==> config.mk <==
export PLATFORM = sky130hd
export DESIGN_NAME = ant_wall_follower
export DESIGN_NICKNAME = d
export VERILOG_FILES = /design/src/rtl/ant_ctrl_pkg.sv /design/src/rtl/ant_next_state.sv /design/src/rtl/ant_drive_decode.sv /design/src/rtl/ant_wall_follower.sv
export SDC_FILE = /design/constraint.sdc
export NUM_CORES = 1
export LEC_CHECK = 0
export CAP_MARGIN = 10
export CORE_AREA = 2 2 39 41
export DETAILED_ROUTE_END_ITERATION = 6
export DIE_AREA = 0 0 41 43
export PLACE_DENSITY = 0.53
export SYNTH_ARGS = -nofsm -noshare
export SYNTH_HDL_FRONTEND = slang
export SYNTH_SLANG_ARGS = --single-unit
==> constraint.sdc <==
create_clock -name clk -period 0.9 [get_ports clk]
set_input_delay 0.135 -clock clk [delete_from_list [all_inputs] [get_ports clk]]
set_output_delay 0.135 -clock clk [all_outputs]
set_load 0.03 [all_outputs]
==> src/rtl/ant_ctrl_pkg.sv <==
package ant_ctrl_pkg;

    typedef enum logic [2:0] {
        ST_LOST   = 3'd0,
        ST_RCCW   = 3'd1,
        ST_WALL1  = 3'd2,
        ST_WALL2  = 3'd3,
        ST_CORNER = 3'd4
    } ant_state_e;

    typedef struct packed {
        logic fwd;
        logic left;
        logic right;
    } ant_drive_t;

    localparam int FULL_STATE_BITS    = 3;
    localparam int REDUCED_STATE_BITS = 2;

endpackage

==> src/rtl/ant_next_state.sv <==
module ant_next_state
    import ant_ctrl_pkg::*;
#(
    parameter bit MERGE_CORNER = 1'b0
) (
    input  ant_state_e cur,
    input  logic       ant_l,
    input  logic       ant_r,
    output ant_state_e nxt
);

    localparam ant_state_e OPEN_STATE = MERGE_CORNER ? ST_WALL1 : ST_CORNER;

    always_comb begin
        nxt = cur;
        unique case (cur)
            ST_LOST:   nxt = (ant_l || ant_r) ? ST_RCCW : ST_LOST;
            ST_RCCW:   nxt = (ant_l || ant_r) ? ST_RCCW : ST_WALL1;
            ST_WALL1,
            ST_CORNER: begin
                if (ant_l)      nxt = ST_RCCW;
                else if (ant_r) nxt = ST_WALL2;
                else            nxt = cur;
            end
            ST_WALL2: begin
                if (ant_l)      nxt = ST_RCCW;
                else if (ant_r) nxt = ST_WALL2;
                else            nxt = OPEN_STATE;
            end
            default:   nxt = ST_LOST;
        endcase
    end

endmodule

==> src/rtl/ant_drive_decode.sv <==
module ant_drive_decode
    import ant_ctrl_pkg::*;
(
    input  ant_state_e st,
    output ant_drive_t drv
);

    always_comb begin
        drv = '0;
        unique case (st)
            ST_LOST:   drv = '{fwd: 1'b1, left: 1'b0, right: 1'b0};
            ST_RCCW:   drv = '{fwd: 1'b0, left: 1'b1, right: 1'b0};
            ST_WALL1,
            ST_CORNER: drv = '{fwd: 1'b1, left: 1'b0, right: 1'b1};
            ST_WALL2:  drv = '{fwd: 1'b1, left: 1'b1, right: 1'b0};
            default:   drv = '{fwd: 1'b1, left: 1'b0, right: 1'b0};
        endcase
    end

endmodule

==> src/rtl/ant_wall_follower.sv <==
module ant_wall_follower
    import ant_ctrl_pkg::*;
#(
    parameter bit REDUCED = 1'b0
) (
    input  logic clk,
    input  logic rst_n,
    input  logic ant_l,
    input  logic ant_r,
    output logic step_fwd,
    output logic turn_left,
    output logic turn_right
);

    localparam int SW = REDUCED ? REDUCED_STATE_BITS : FULL_STATE_BITS;

    logic [SW-1:0] state_q;
    ant_state_e    cur_st;
    ant_state_e    nxt_st;
    ant_drive_t    nxt_drv;
    ant_drive_t    drv_q;

    generate
        if (REDUCED) begin : g_narrow
            assign cur_st = ant_state_e'({1'b0, state_q});
        end else begin : g_wide
            assign cur_st = ant_state_e'(state_q);
        end
    endgenerate

    ant_next_state #(.MERGE_CORNER(REDUCED)) u_next (
        .cur   (cur_st),
        .ant_l (ant_l),
        .ant_r (ant_r),
        .nxt   (nxt_st)
    );

    ant_drive_decode u_decode (
        .st  (nxt_st),
        .drv (nxt_drv)
    );

    // State register
    always_ff @(posedge clk or negedge rst_n) begin
        if (!rst_n) state_q <= SW'(ST_LOST);
        else        state_q <= SW'(nxt_st);
    end

    // Registered Moore outputs, aligned with the state register
    always_ff @(posedge clk or negedge rst_n) begin
        if (!rst_n) drv_q <= '{fwd: 1'b1, left: 1'b0, right: 1'b0};
        else        drv_q <= nxt_drv;
    end

    assign step_fwd   = drv_q.fwd;
    assign turn_left  = drv_q.left;
    assign turn_right = drv_q.right;

    // ---------------- assertions ----------------
    p_turn_excl_r8: assert property (@(posedge clk) disable iff (!rst_n)
        !(turn_left && turn_right));

    p_pattern_legal_r8: assert property (@(posedge clk) disable iff (!rst_n)
        (step_fwd || turn_left));

    p_lost_leave_r2: assert property (@(posedge clk) disable iff (!rst_n)
        (step_fwd && !turn_left && !turn_right && (ant_l || ant_r))
        |=> (turn_left && !step_fwd && !turn_right));

    p_rccw_exit_r3: assert property (@(posedge clk) disable iff (!rst_n)
        (turn_left && !step_fwd && !ant_l && !ant_r)
        |=> (turn_right && step_fwd && !turn_left));

    p_follow_hit_r4: assert property (@(posedge clk) disable iff (!rst_n)
        (step_fwd && (turn_left || turn_right) && ant_l)
        |=> (turn_left && !step_fwd));

    p_right_gain_r5: assert property (@(posedge clk) disable iff (!rst_n)
        (step_fwd && turn_right && !ant_l && ant_r)
        |=> (step_fwd && turn_left && !turn_right));

    p_open_turn_r7: assert property (@(posedge clk) disable iff (!rst_n)
        (step_fwd && (turn_left || turn_right) && !ant_l && !ant_r)
        |=> (step_fwd && turn_right && !turn_left));

    generate
        if (!REDUCED) begin : g_chk_wide
            p_state_range_r8: assert property (@(posedge clk) disable iff (!rst_n)
                (state_q <= SW'(ST_CORNER)));
        end
    endgenerate

endmodule

## Word level (Yosys, flattened, before mapping)

Index checks and enable logic that the tools add are counted.

- Register bits after elaboration: 6
- Input port bits: 4
- Output and inout port bits: 3

- Reductions and logical operators: 4
- Muxes and demuxes: 8
- Equality and inequality tests: 8

Operators by type and width:

| cell | count |
|---|---|
| $eq A3 B2 Y1 const B | 4 |
| $mux W3 | 4 |
| $pmux W3 S4 | 1 |
| $pmux W3 S3 | 1 |
| $eq A3 B1 Y1 const B | 2 |
| $eq A3 B3 Y1 const B | 2 |
| $reduce_or A2 Y1 | 2 |
| $logic_not A3 Y1 | 1 |
| $mux W2 | 1 |
| $logic_or A1 B1 Y1 | 1 |
| $mux W1 | 1 |

## Logic depth before layout (Yosys ltp)

- Depth in word-level cells: 6
- Mapped depth: 4

## By module

A second synthesis with hierarchy kept.

- Cells, all modules: 21
- Area total of the unflattened synthesis: 255.2 um^2

By module, submodules not included:

| module | area each (um^2) | seq. area each (um^2) | instances | cells an instance |
|---|---|---|---|---|
| ant_wall_follower | 151.4 | 151.4 | 1 | 6 |
| ant_next_state | 73.8 | 0.0 | 1 | 11 |
| ant_drive_decode | 30.0 | 0.0 | 1 | 4 |

## Worst setup path after synthesis

No wires, ideal clock.

- Path kind: register to register
- From: register state_q[1], in the netlist cur_st[1]
- To: register drv_q, in the netlist turn_right
- Arrival: 862 ps
- Path buffers: 1
- Data required time: 804 ps
- Setup slack: -58 ps
- Cell stages (with the launch flop): 4
- Path through: dfrtp_1 > buf_6 > o21a_1 > nor4_2

RTL lines:

| what | line | RTL |
|---|---|---|
| start, declared | ant_wall_follower.sv:17 | `logic [SW-1:0] state_q;` |
| start signal, assigned | ant_wall_follower.sv:45 | `if (!rst_n) state_q <= SW'(ST_LOST);` |
| start signal, assigned | ant_wall_follower.sv:46 | `else state_q <= SW'(nxt_st);` |
| end signal, assigned | ant_wall_follower.sv:51 | `if (!rst_n) drv_q <= '{fwd: 1'b1, left: 1'b0, right: 1'b0};` |
| end signal, assigned | ant_wall_follower.sv:52 | `else drv_q <= nxt_drv;` |
| end, declared | ant_wall_follower.sv:21 | `ant_drive_t drv_q;` |

## Worst setup path in the final report

- From: register state_q[2], in the netlist cur_st[2]
- To: register state_q[2], in the netlist cur_st[2]

- Word-level cells in the longest chain between the ends: 3

Ends and longest elaborated chain:

| what | line | RTL |
|---|---|---|
| $eq A3 B2 Y1 (tied with other cells) | ant_next_state.sv:16 | `unique case (cur)` |
| $reduce_or A2 Y1 or $mux W3 (tied branches) | ant_next_state.sv:16, ant_next_state.sv:21 |  |
| $pmux W3 S4 * | ant_next_state.sv:16 |  |
| net nxt_st[2] | ant_wall_follower.sv:19 | `ant_state_e nxt_st;` |

The timed path passes the listed nets; every way through them passes the cells marked *.

==> results.toml <==
[status]
run_status = "complete, but fails checks"
failed_checks = "setup timing"

[sta]
worst_setup_margin_ns = -0.144
fin_hold_viols = 0
final_min_period_over_clock_period_pct = 116
timing.final.max_slew_violations = 0
finalSetupViolCount = 5
worstMarginPinSlew_ns = 0.269
timing.clock.skew_ns = 0.00886
fin_crit_ns = 1.04
fmax_ghz = 0.958
grt_setup_unrepaired = "yes"
max_slew_margin_pct = 82.0

[floorplanning]
floorplan.die_area_sq_um = 1760
chipHeight_um = 43
std_cell_rows = 14
core_region_area_sq_um = 1380
start_util_pct = 20.9
ios = 7
die_w_um = 41

[finish]
finalCoreUtilization_pct = 31.1
instances_no_fill = 56
area_growth_syn_to_fin_pct = 48.9
drive_gt1_share_pct = 42.5
antenna_cells = 0
design.final.nets = 45

[clock_network]
clk-insertion-delay-late_ns = 0.25
clkSlewWorstSetupHoldPaths_ns = 0.05
max-clock-path-buffers = 2
clockRootBuffer = "clkbuf_4"
htree_levels = 1
cts-hold-fix-buffers = 0
clock_sink_count = 6
tritoncts = "done"
cts_buffers = 3

[pwr]
p_leak_nw = 0.176
internal_power_mw = 0.531
power.ir.vdd_worst_mv = 0.371
finalPower_mw = 0.721
power-per-cell-area_nw_per_um2 = 1670
power_frac_clock_pct = 38.5
comb_power_share_pct = 17.4
p_seq_share_pct = 44.0
power.switching_mw = 0.190
switching_share_pct = 26.4

[global_routing]
grt_max_degree = 9
combined_global_route_utilization_of_all_metal_layers_pct = 8.67
grt_pass1_vias = 231
grt_overflow_total = 0
wire_length_of_the_first_global_routing_pass_um = 952
antenna_found_initial = 0

[setup_path]
critPathArrivalTime_ns = 1.18
category_of_the_worst_setup_path_launch_point = "flip-flop"
crit_path_max_fanout = 7
setup.worst_path.end_class = "flip-flop"
r2r.worst_path.cells = 5
setup.worst_path.class = "reg2reg"
worstPathRequired_ns = 1.04

[synthesis]
ys.warnings.count = 0
synth_cells = 27
syn_area_per_cell_sq_um = 10.7
ys_seq_area_share_pct = 52.4
synth.area.top_cells = "dfrtp_1 (43%), dfstp_2 (9.1%), buf_6 (7.8%)"
synth_cell_types = 16
syn-num-nets = 31
cell_area_after_technology_mapping_sq_um = 289
synth.ff_latch_count = 6
yosys.area.top_type_share_pct = 43.3
yosys.area.top_type = "dfrtp_1"

[placed_design]
buffer_ports.inserted = 6
place.detailed.instances = 50
detailed_place_hpwl_um = 364
globalplace.congestion = 0.802

[detailed_routing]
wl_um = 532
remaining_drc_errors = 0
dr.first_iter.drc_count = 1
antenna_left = 0
vias = 251
avgRoutedWirePerCell_um = 9.50
drt_pass1_iterations = 2
via_density = 4.48

[worst_hold_path]
worst_hold_path_type = "in2async"

[flow_run]
max_cap_viols = 0
## cell families after synthesis
group | share of synthesized area, %
and+or+nand+nor | 25.5
DFF | 52.4
AOI/OAI and AO/OA | 13.0
buffers and inverters | 9.09
## final cells by class
type,instances,area (sq um)
multi-input combinational,18,120
timing repair buffer,11,105
tap,16,20.0
clock buffer,4,26.3
fill,146,953
sequential,6,155
inverter,1,3.75
## per-stage QoR
stage | instance area [sq um] | worst slack [ns] | TNS [ns] | hold WS (ns)
2_1_floorplan | 289 | -0.0577 | -0.0990 | -0.161
3_3_place_gp | 362 | -0.213 | -0.891 | 0.396
3_5_place_dp | 362 | -0.240 | -0.873 | 0.396
4_1_cts | 409 | -0.122 | -0.372 | 0.131
5_1_grt | 430 | -0.196 | -0.798 | 0.143
6_report | 430 | -0.144 | -0.510 | 0.119
## cells in the mapped netlist, drive strengths merged
library cell and instances:
dfstp 1, nand2 1, nand3 1, nor2b 1
a21oi 2, nor3 1, a31oi 2, nor2 5
inv 1, nor3b 1, o21a 1, buf 2
dfrtp 5, nor4 1, a21boi 1, nor4b 1
## final timing paths
path	slack [ns]	from	to
max	-0.14	cur_st[2]$_DFF_PN0_	cur_st[2]$_DFF_PN0_
min in group clk	0.54	ant_l	turn_left$_DFF_PN0_
min reg2reg	0.61	cur_st[0]$_DFF_PN0_	cur_st[2]$_DFF_PN0_
max reg2reg	-0.14	cur_st[2]$_DFF_PN0_	cur_st[2]$_DFF_PN0_
max in group asynchronous	0.50	rst_n	step_fwd$_DFF_PN1_
min	0.12	rst_n	turn_left$_DFF_PN0_
## power by group through the flow
stage                     Clock (mW)  Sequential [mW]  Combinational, mW
after floorplan                    0            0.325             0.0570
after global placement             0            0.316              0.109
after detailed placement           0            0.316              0.110
after CTS                      0.280            0.315              0.117
after global routing           0.289            0.321              0.139
final                          0.278            0.317              0.126
## cells in the final DEF (no fill, tap or decap)
cell             count
buf_4                4
a31oi_1              2
buf_6                4
nor3b_1              1
clkbuf_1             1
nor4_2               1
a21oi_1              2
a21boi_1             1
dfstp_2              1
o21a_1               1
nor4b_4              1
dfrtp_1              2
dfrtp_2              3
clkdlybuf4s50_1      3
nor3_1               1
nor2_1               5
clkbuf_4             3
nand2_1              1
nor2b_1              1
nand3_1              1
inv_1                1
## critical path: stages, from the launching register on
cell      delay (ns)
dfrtp_2         0.45
buf_4           0.16
buf_6           0.10
buf_4           0.11
nand2_1         0.05
a21boi_1        0.05
## metal layers
| layer | share of wire (%) | vias to the layer above | track usage, % |
|---|---|---|---|
| li1 | - | 122 | - |
| met1 | 47 | 115 | 11.4 |
| met2 | 44 | 11 | 10.3 |
| met3 | 5.5 | 3 | 3.14 |
| met4 | 3.0 | 0 | 8.00 |
| met5 | 0 | - | 0 |
## sequential cells by signal, indices dropped and copies added (netlist names)
signal      count
cur_st          3
turn_right      1
step_fwd        1
turn_left       1
## repair_timing
action                                  in CTS  in global routing
pin swaps                                    0                  2
endpoints found under the setup margin       7                  7
gates resized for setup                      5                  3
setup buffers                                1                  1
No activity file was read; power rests on OpenSTA's default activity.
